### src/rtl/lmsest_pkg.sv
package lmsest_pkg;
  typedef enum logic [2:0] {
    PH_IDLE,
    PH_HOT_SETTLE,
    PH_HOT_MEAS,
    PH_EST_SETTLE,
    PH_EST_MEAS,
    PH_HANDED
  } phase_e;
endpackage

### src/rtl/lmsest_seq.sv
module lmsest_seq
  import lmsest_pkg::*;
(
  input  logic   clk,
  input  logic   rst_n,
  input  logic   wake_req,
  input  logic   sleep_req,
  output phase_e phase
);
  phase_e phase_nx;

  always_comb begin
    phase_nx = phase;
    case (phase)
      PH_IDLE:       if (wake_req) phase_nx = PH_HOT_SETTLE;
      PH_HOT_SETTLE: phase_nx = sleep_req ? PH_IDLE : PH_HOT_MEAS;
      PH_HOT_MEAS:   phase_nx = sleep_req ? PH_IDLE : PH_EST_SETTLE;
      PH_EST_SETTLE: phase_nx = sleep_req ? PH_IDLE : PH_EST_MEAS;
      PH_EST_MEAS:   phase_nx = sleep_req ? PH_IDLE : PH_HANDED;
      PH_HANDED:     if (sleep_req) phase_nx = PH_IDLE;
      default:       phase_nx = PH_IDLE;
    endcase
  end

  always_ff @(posedge clk or negedge rst_n) begin
    if (!rst_n) phase <= PH_IDLE;
    else        phase <= phase_nx;
  end
endmodule

### src/rtl/lmsest_predict.sv
module lmsest_predict #(
  parameter int OTW_W  = 16,
  parameter int CNT_W  = 16,
  parameter int W_W    = 16,
  parameter int W_FRAC = 8
) (
  input  logic signed [W_W-1:0]   coef,
  input  logic        [CNT_W-1:0] cnt_now,
  input  logic        [CNT_W-1:0] cnt_prev,
  input  logic        [OTW_W-1:0] word_prev,
  input  logic                    have_hist,
  output logic signed [CNT_W:0]   delta,
  output logic        [OTW_W-1:0] est
);
  localparam int PW = W_W + CNT_W + OTW_W + 2;
  localparam logic signed [PW-1:0] TOP = {{(PW-OTW_W){1'b0}}, {OTW_W{1'b1}}};

  logic signed [PW-1:0] prod, sum;

  always_comb begin
    delta = have_hist ? ($signed({1'b0, cnt_now}) - $signed({1'b0, cnt_prev})) : '0;
    prod  = PW'(coef) * PW'(delta);
    sum   = (prod >>> W_FRAC) + PW'($signed({1'b0, word_prev}));
    if (sum[PW-1])     est = '0;
    else if (sum > TOP) est = '1;
    else               est = sum[OTW_W-1:0];
  end
endmodule

### src/rtl/lmsest_adapt.sv
module lmsest_adapt #(
  parameter int CNT_W    = 16,
  parameter int W_W      = 16,
  parameter int W_FRAC   = 8,
  parameter int MU_SHIFT = 12
) (
  input  logic signed [W_W-1:0] coef,
  input  logic signed [CNT_W:0] err,
  input  logic signed [CNT_W:0] delta,
  output logic signed [W_W-1:0] coef_next
);
  localparam int AW = W_W + 2 * (CNT_W + 1) + W_FRAC + 1;
  localparam logic signed [AW-1:0] WMAX = {{(AW-W_W+1){1'b0}}, {(W_W-1){1'b1}}};
  localparam logic signed [AW-1:0] WMIN = {{(AW-W_W+1){1'b1}}, {(W_W-1){1'b0}}};

  logic signed [AW-1:0] step, acc;

  always_comb begin
    step = ((AW'(err) * AW'(delta)) <<< W_FRAC) >>> MU_SHIFT;
    acc  = AW'(coef) + step;
    if (acc > WMAX)      coef_next = WMAX[W_W-1:0];
    else if (acc < WMIN) coef_next = WMIN[W_W-1:0];
    else                 coef_next = acc[W_W-1:0];
  end
endmodule

### src/rtl/lms_otw_estimator.sv
module lms_otw_estimator
  import lmsest_pkg::*;
#(
  parameter int OTW_W     = 16,
  parameter int CNT_W     = 16,
  parameter int W_W       = 16,
  parameter int W_FRAC    = 8,
  parameter int MU_SHIFT  = 12,
  parameter int W_INIT    = 256,
  parameter int CNT_INIT  = 0,
  parameter int WORD_INIT = 32768
) (
  input  logic             clk,
  input  logic             rst_n,
  input  logic             wake_req,
  input  logic             sleep_req,
  input  logic [CNT_W-1:0] osc_count,
  input  logic [CNT_W-1:0] freq_cmd,
  output logic [OTW_W-1:0] tune_word,
  output logic             loop_sel,
  output logic             est_done
);
  phase_e phase;

  logic signed [W_W-1:0]   coef_q, coef_nx;
  logic        [CNT_W-1:0] cnt_prev_q;
  logic        [OTW_W-1:0] word_prev_q, est_q, est_c;
  logic                    hist_q, done_q;
  logic signed [CNT_W:0]   delta_q, delta_c, err_q;

  lmsest_seq u_seq (
    .clk(clk), .rst_n(rst_n), .wake_req(wake_req), .sleep_req(sleep_req), .phase(phase)
  );

  lmsest_predict #(.OTW_W(OTW_W), .CNT_W(CNT_W), .W_W(W_W), .W_FRAC(W_FRAC)) u_pred (
    .coef(coef_q), .cnt_now(osc_count), .cnt_prev(cnt_prev_q), .word_prev(word_prev_q),
    .have_hist(hist_q), .delta(delta_c), .est(est_c)
  );

  lmsest_adapt #(.CNT_W(CNT_W), .W_W(W_W), .W_FRAC(W_FRAC), .MU_SHIFT(MU_SHIFT)) u_adapt (
    .coef(coef_q), .err(err_q), .delta(delta_q), .coef_next(coef_nx)
  );

  always_ff @(posedge clk or negedge rst_n) begin
    if (!rst_n) begin
      coef_q      <= W_W'(W_INIT);
      cnt_prev_q  <= CNT_W'(CNT_INIT);
      word_prev_q <= OTW_W'(WORD_INIT);
      est_q       <= OTW_W'(WORD_INIT);
      hist_q      <= 1'b0;
      delta_q     <= '0;
      err_q       <= '0;
      done_q      <= 1'b0;
    end else begin
      done_q <= (phase == PH_EST_MEAS) && !sleep_req;
      if (phase == PH_HOT_MEAS && !sleep_req) begin
        cnt_prev_q <= osc_count;
        hist_q     <= 1'b1;
        est_q      <= est_c;
        delta_q    <= delta_c;
      end
      if (phase == PH_EST_MEAS && !sleep_req)
        err_q <= $signed({1'b0, freq_cmd}) - $signed({1'b0, osc_count});
      if (phase == PH_HANDED && sleep_req) begin
        coef_q      <= coef_nx;
        word_prev_q <= est_q;
      end
    end
  end

  assign tune_word = (phase == PH_HOT_SETTLE || phase == PH_HOT_MEAS) ? '1 : est_q;
  assign loop_sel  = (phase == PH_IDLE) || (phase == PH_HANDED);
  assign est_done  = done_q;
endmodule

### config.mk
export PLATFORM = sky130hd
export DESIGN_NAME = lms_otw_estimator
export DESIGN_NICKNAME = d
export VERILOG_FILES = /design/src/rtl/lmsest_pkg.sv /design/src/rtl/lmsest_seq.sv /design/src/rtl/lmsest_predict.sv /design/src/rtl/lmsest_adapt.sv /design/src/rtl/lms_otw_estimator.sv
export SDC_FILE = /design/constraint.sdc
export NUM_CORES = 2
export LEC_CHECK = 0
export ABC_CLOCK_PERIOD_IN_PS = 13200
export CORE_UTILIZATION = 55
export DETAILED_ROUTE_END_ITERATION = 7
export PLACE_DENSITY = 0.68
export SYNTH_ARGS = -nofsm -noshare
export SYNTH_HDL_FRONTEND = slang
export SYNTH_SLANG_ARGS = --single-unit
### constraint.sdc
create_clock -name clk -period 13.2 [get_ports clk]
set_input_delay 3.96 -clock clk [delete_from_list [all_inputs] [get_ports clk]]
set_output_delay 3.96 -clock clk [all_outputs]
set_load 0.02 [all_outputs]
=== After elaboration in Yosys (flattened, before gate mapping) ===
Cells that the tools add are included.

* Memories kept: 0
* Bits in read-only memories: 0
* Logic and storage cells: 46
* Latch bits: 0
* Output and inout bits: 18
* Input bits: 36
* Bits in writable memories: 0
* Register bits after elaboration: 103

* Reduce and logical (&&, ||, !) cells: 8
* Divide/modulo/power cells: 0
* Shift-type cells: 0
* Multipliers: 2
* Bitwise gates (word level): 0
* Magnitude comparators: 3
* Muxes and demuxes: 13
* Equal/unequal tests: 7
* $add $sub $neg: 4

{| class="wikitable"
|+ Operators by type and width
! kind !! count
|-
| 16-bit two-way mux || 5
|-
| 59-bit by 16-bit > comparator with 1-bit output, second input constant || 1
|-
| 59-bit by 16-bit < comparator with 1-bit output, second input constant || 1
|-
| 50-bit by 17-bit > comparator with 1-bit output, second input constant || 1
|-
| 17-bit by 17-bit multiplier with 34-bit output || 1
|-
| 16-bit by 16-bit subtractor with 17-bit output || 2
|-
| 16-bit by 17-bit multiplier with 33-bit output || 1
|-
| 16-bit by 30-bit adder with 31-bit output || 1
|-
| 25-bit by 17-bit adder with 26-bit output || 1
|-
| 3-bit case mux with 6 select lines || 1
|-
| 17-bit two-way mux || 1
|-
| 3-bit two-way mux || 4
|-
| 3-bit by 2-bit == test with 1-bit output, second input constant || 2
|-
| 3-bit == test, second input constant || 2
|-
| 2-bit two-way mux || 2
|-
| 2-bit != test, second input constant || 2
|-
| 3-bit by 1-bit == test with 1-bit output, second input constant || 1
|-
| 1-bit logical AND || 3
|-
| 3-bit logical NOT || 1
|-
| 1-bit logical OR || 2
|-
| 2-bit AND reduction || 1
|-
| 1-bit logical NOT || 1
|}

=== Longest topological paths before layout ===
* Depth in word-level cells: 7
* Depth in mapped cells: 48
* Depth with buffers taken out: 46

=== By module ===
From an unflattened synthesis, not the netlist that was laid out.

* Cell total of the unflattened synthesis: 3417
* Area, all modules: 30681.9 sq um

{| class="wikitable"
|+ By module, submodules not included
! module !! times used !! area an instance (sq um) !! cells an instance !! sequential area each (sq um)
|-
| lmsest_adapt || 1 || 13012.5 || 1515 || 0.0
|-
| lmsest_predict || 1 || 12864.8 || 1508 || 0.0
|-
| lms_otw_estimator || 1 || 4665.7 || 381 || 2506.2
|-
| lmsest_seq || 1 || 138.9 || 13 || 75.1
|}

=== Worst setup path before layout ===
OpenSTA, ideal clock, no wires.

* Kind: input to register
* From: input port osc_count[0]
* To: register est_q[10]
* Data required time: 13.077 ns
* Cell stages on the path: 48
* Buffers on the path: 2
* Data arrival time: 13.916 ns
* Path slack: -0.839 ns
* Library setup time: 0.123 ns
* Path through: inv_1 > ha_1 > fa_1 > nor2b_1 > o21ai_1 > a21boi_1 > o21ai_1 > a21boi_1 > o21ai_0 > a21boi_1 > o21ai_1 > nor2b_1 > xnor2_1 > and2_1 > clkbuf_1 > nand2_1 > fa_1 > fa_1 > (+12 left out) > or4_1 > o21a_4 > a211oi_1 > nor2_1 > ha_1 > and3_1 > nor2_1 > nand2_1 > o21ai_0 > a31o_2 > o21ai_0 > nand2_1 > or3_1 > or3_1 > a211oi_2 > o21ai_2 > buf_6 > o221a_1

* Longest elaborated chain between the ends: 7

{| class="wikitable"
|+ Ends and longest elaborated chain
! what !! line !! source
|-
| from (decl) || lms_otw_estimator.sv:17 || <nowiki>input logic [CNT_W-1:0] osc_count,</nowiki>
|-
| 16-bit by 16-bit subtractor with 17-bit output (*) || lmsest_predict.sv:21 || <nowiki>delta = have_hist ? ($signed({1'b0, cnt_now}) - $signed({1'b0, cnt_prev})) : '0;</nowiki>
|-
| 17-bit two-way mux (*) || lmsest_predict.sv:21 ||
|-
| 16-bit by 17-bit multiplier with 33-bit output (*) || lmsest_predict.sv:22 || <nowiki>prod = PW'(coef) * PW'(delta);</nowiki>
|-
| 25-bit by 17-bit adder with 26-bit output (*) || lmsest_predict.sv:23 || <nowiki>sum = (prod >>> W_FRAC) + PW'($signed({1'b0, word_prev}));</nowiki>
|-
| 50-bit by 17-bit > comparator with 1-bit output || lmsest_predict.sv:25 || <nowiki>else if (sum > TOP) est = '1;</nowiki>
|-
| 16-bit two-way mux || lmsest_predict.sv:25 ||
|-
| 16-bit two-way mux (*) || lmsest_predict.sv:24 || <nowiki>if (sum[PW-1]) est = '0;</nowiki>
|-
| to (signal assigned) || lms_otw_estimator.sv:49 || <nowiki>est_q <= OTW_W'(WORD_INIT);</nowiki>
|-
| to (signal assigned) || lms_otw_estimator.sv:59 || <nowiki>est_q <= est_c;</nowiki>
|-
| to (decl) || lms_otw_estimator.sv:27 || <nowiki>logic [OTW_W-1:0] word_prev_q, est_q, est_c;</nowiki>
|}

Every way passes the cells marked *; elsewhere a longest branch is shown, timed or not.
A chain may end at the register's enable or synchronous reset.

=== Worst setup path after layout ===
* From: input port osc_count[1]
* To: register est_q[1]

The elaborated chain is that of the path after synthesis.

==> summary by stage <==
GRT
The initial antenna violation count came to 0. Across every metal layer, demand over resource in global routing totals 0.294. The via count of the first global-routing pass was between 20000 and 25000. The pin count of the biggest net entering global routing is 67. The leftover overflow at the end of global routing is 0. The global-route wire length before repair is ~120000 µm.

Logic synthesis
The warning count from the yosys run is 0. Of the total synthesized cell area, the portion taken by AND, OR, NAND and NOR gates is 0.169. The fraction of registers with async set/reset is 1.00. The most used flip-flop cell after synthesis is dfrtp_1. The synthesized area per cell is 8.94 µm². The dominant combinational cell family by area after synthesis is adder cells. The share of the synthesized area in compound gates (AO/OA/AOI/OAI) is 0.0902.

The post-synthesis net count is 4088. The post-synthesis instance total is 3236. For this run, the register share of the synthesized area comes to 0.0892. Of the total synthesized cell area, the portion taken by XOR and XNOR cells is 0.0333. Summing every instance area after synthesis gives between 20000 and 30000 µm². In this run, synthesis produced a sequential element count of 103. In the post-synthesis netlist, the biggest area contributors are fa_1 40%, ha_1 10%, inv_1 9.0%, dfrtp_1 8.6%, nand2_1 5.3%. After synthesis, the most frequently instantiated cells are 690 x inv_1, 575 x fa_1, 406 x nand2_1. The count of flip-flops with a built-in enable after synthesis is 0. Measured against the total synthesized area, the mux share comes to 0.00921. The proportion of netlist area held by the largest area contributor is 0.398. Among all cell types in the netlist, the one instantiated most often is inv_1. Of the total synthesized cell area, the portion taken by full adders, half adders and majority gates is 0.502.

The top cell type by total area after synthesis is fa_1. The synthesized netlist contains 87 unique library cells.

Critical path
The cell occurring most often along the worst timing path is fa_1. The largest fanout on the critical path is 9. The critical path is of the in2reg type. In this run the critical register-to-register path is launched from cnt_prev_q[0]$_DFFE_PN0P_.

At the worst endpoint, the required time is 13.48 ns. The endpoint of the worst-slack reg-to-reg timing path is est_q[1]$_DFFE_PN0P_. The critical path launch point type is an input pin.

The worst reg-to-reg path cell count is 42. The worst reg-to-reg setup slack is 3.04 ns. STA puts the critical path data arrival time at 13.69 ns. In this design, the stage delay of the slowest critical-path cell is 0.55 ns.

The slowest stage of the critical path is the fa_1 cell. The endpoint kind of the worst setup timing path is a flop.

Floorplan
The initial utilization of the core area, before any placement, comes to 0.561. The area of the die is 53500 µm². The I/O pin count is 54. The die boundary width is roughly 230 µm.

After floorplanning, the core was divided into 83 placement rows. The core box area is between 50000 and 60000 µm². The height of the chip is 231 µm.

Timing
The highest clock rate is 74.6 MHz. Of the available clock period, the critical path in the final layout requires 1.02. The final worst-path setup slack is -0.212 ns. The number of setup violations in the final report is 16. Setup repair after global routing could not meet its margin everywhere. The setup total negative slack is -3.19 ns. Clock skew on the completed layout was measured at 0.0148 ns. The transition at the pin with the smallest max-transition slack is 1.02 ns. Subtracting the final worst setup slack from the clock period gives 13.41 ns. The headroom to the max-slew limit is 0.318.

The number of hold violations in the final report came to 0. The number of max-slew violations in the final report came to 0.

Cells and area
The final layout contains between 4000 and 5000 nets. Relative to the synthesized area, the layout overhead comes to 13.2%. Of the cells placed in the final design, the portion with a size suffix greater than 1 is 0.130. The repair_antennas step left the layout with diodes totalling 0.

Routing
The number of design-rule violations left by the first detailed-router iteration is 1407. After detailed routing, the average wire length per cell comes to 18.2 µm. The detailed-routing iteration count for the pre-antenna-repair pass is 5. The total via count in the routed design is 23100.

The total DRC errors in the routed layout is 0. The count of nets left with antenna violations once routing finished came out at 0. After detailed routing, the total wire length is 75100 µm. The detailed-route vias per instance is about 5.6.

Clocking
The TritonCTS buffer count is 9. The number of H-tree levels is 3. The clock passes through at most 2 buffers.

The clock tree root driver cell is clkbuf_16. The TritonCTS clock tree is done. The clock latency on the worst-skew pair is 0.40 ns. The number of buffers inserted by hold repair at cts is 0. The clock-pin slew on the worst setup and hold paths is ~0.090 ns. For this design, the sink count on the clock tree is a little over 100.

Placed design
The count of buffers inserted at the top-level ports is 53. The detailed placer's ending HPWL is roughly 62000 µm. Routability-driven placement finished with a final weighted congestion of between 0.9 and 1.

Worst hold path
In this run the most critical hold path is launched from word_prev_q[12]$_DFFE_PN0P_. The worst hold path terminates at word_prev_q[12]$_DFFE_PN0P_. The type of the tightest min-delay check is reg2reg. The number of cells on the worst hold path is 1.

Run status
The run finished, with violations left. The checks that failed: negative setup slack.

Job
The total of max-cap violations is 0.
[how the worst max path moves through the flow]
stage,start,end,slack (ns),cells after the start
after floorplan,osc_count[0],est_q[11]$_DFFE_PN0P_,-0.12,48
after global placement,osc_count[0],est_q[1]$_DFFE_PN0P_,-1.42,46
after detailed placement,osc_count[0],est_q[6]$_DFFE_PN0P_,-1.73,46
after CTS,osc_count[0],est_q[5]$_DFFE_PN0P_,-0.33,47
after global routing,osc_count[0],est_q[3]$_DFFE_PN0P_,-0.59,46
final,osc_count[1],est_q[1]$_DFFE_PN0P_,-0.21,44
[cell type report]
cell class                      instances  area [µm²]
Multi-Input combinational cell       2319       23900
Fill cell                            4319       18800
Inverter                              691        2610
Sequential cell                       103        2580
Timing Repair Buffer                  309        2550
Tap cell                              680         851
Clock buffer                            9         225
Clock inverter                          7        72.6
[metal layers]
metal | vias up | routed length [µm] | GRT usage
li1 | 10400 | - | -
met1 | 11800 | 32300 | 0.409
met2 | 693 | 35900 | 0.474
met3 | 128 | 4430 | 0.0363
met4 | 0 | 2510 | 0.103
met5 | - | 0 | 0
[through the flow]
step           worst slack (ns)  hold slack [ns]  std cells  area [µm²]   util
2_1_floorplan            -0.119            0.484       3236       29100      -
3_3_place_gp              -1.42            0.503       4078       31700  0.615
3_5_place_dp              -1.73            0.505       4078       31700  0.615
4_1_cts                  -0.333            0.526       4114       32600  0.631
5_1_grt                  -0.593            0.544       4118       32800  0.635
6_report                 -0.212            0.524       4118       32800  0.635
[logic make-up (layout without fill, tap and decap cells)]
logic type	count (synthesis)	after routing
buffers and inverters	815	1016
DFF	103	103
adders and majority gates	816	816
and+or+nand+nor	982	982
xor gates and xnor gates	110	110
muxes	24	24
AOI/OAI and AO/OA	386	387
[state kept, by name, indices dropped and copies added (netlist names)]
| register | count |
|---|---|
| hist_q | 1 |
| est_q | 16 |
| cnt_prev_q | 16 |
| coef_q | 16 |
| err_q | 17 |
| delta_q | 17 |
| est_done | 1 |
| u_seq.phase | 3 |
| word_prev_q | 16 |
[repair_timing]
action,in CTS,in global routing
setup buffers,19,9
gates resized for setup,92,43
pin swaps,82,90
endpoints found under the setup margin,16,16
gates cloned,1,0
[placed cells by master, fill, tap and decap left out, types with 7 or more instances in the layout]
cell	instances
and3_1	111
clkdlybuf4s50_1	47
clkbuf_16	9
nand2_1	399
ha_1	227
nor2_1	96
a31oi_1	8
nand2b_1	37
nor3_1	19
xor2_1	20
and2_1	164
o21ai_0	66
o211ai_1	7
o21ai_2	10
inv_1	679
nand2_2	7
or3_1	11
or2_2	21
a21o_1	30
fa_2	8
ha_4	11
nand3_1	32
a21boi_0	9
buf_4	246
nor2b_1	15
o21ai_1	23
xnor2_1	87
o21bai_1	13
nand4_1	7
o221a_1	16
dfrtp_1	99
mux2_2	21
fa_1	567
a21oi_1	80
inv_2	10
o31ai_1	12
a211oi_1	10
o21a_1	17
[critical path: cells and delay by family]
family	cells	cell delay [ns]
buffers and inverters	8	1.02
adders and majority gates	9	3.95
xor gates and xnor gates	2	0.23
AOI/OAI and AO/OA	14	2.33
and+or+nand+nor	11	2.17
Power is left out: the tool's default activity adds up to more than one toggle a clock period on the data nets, which glitch-free logic cannot reach.
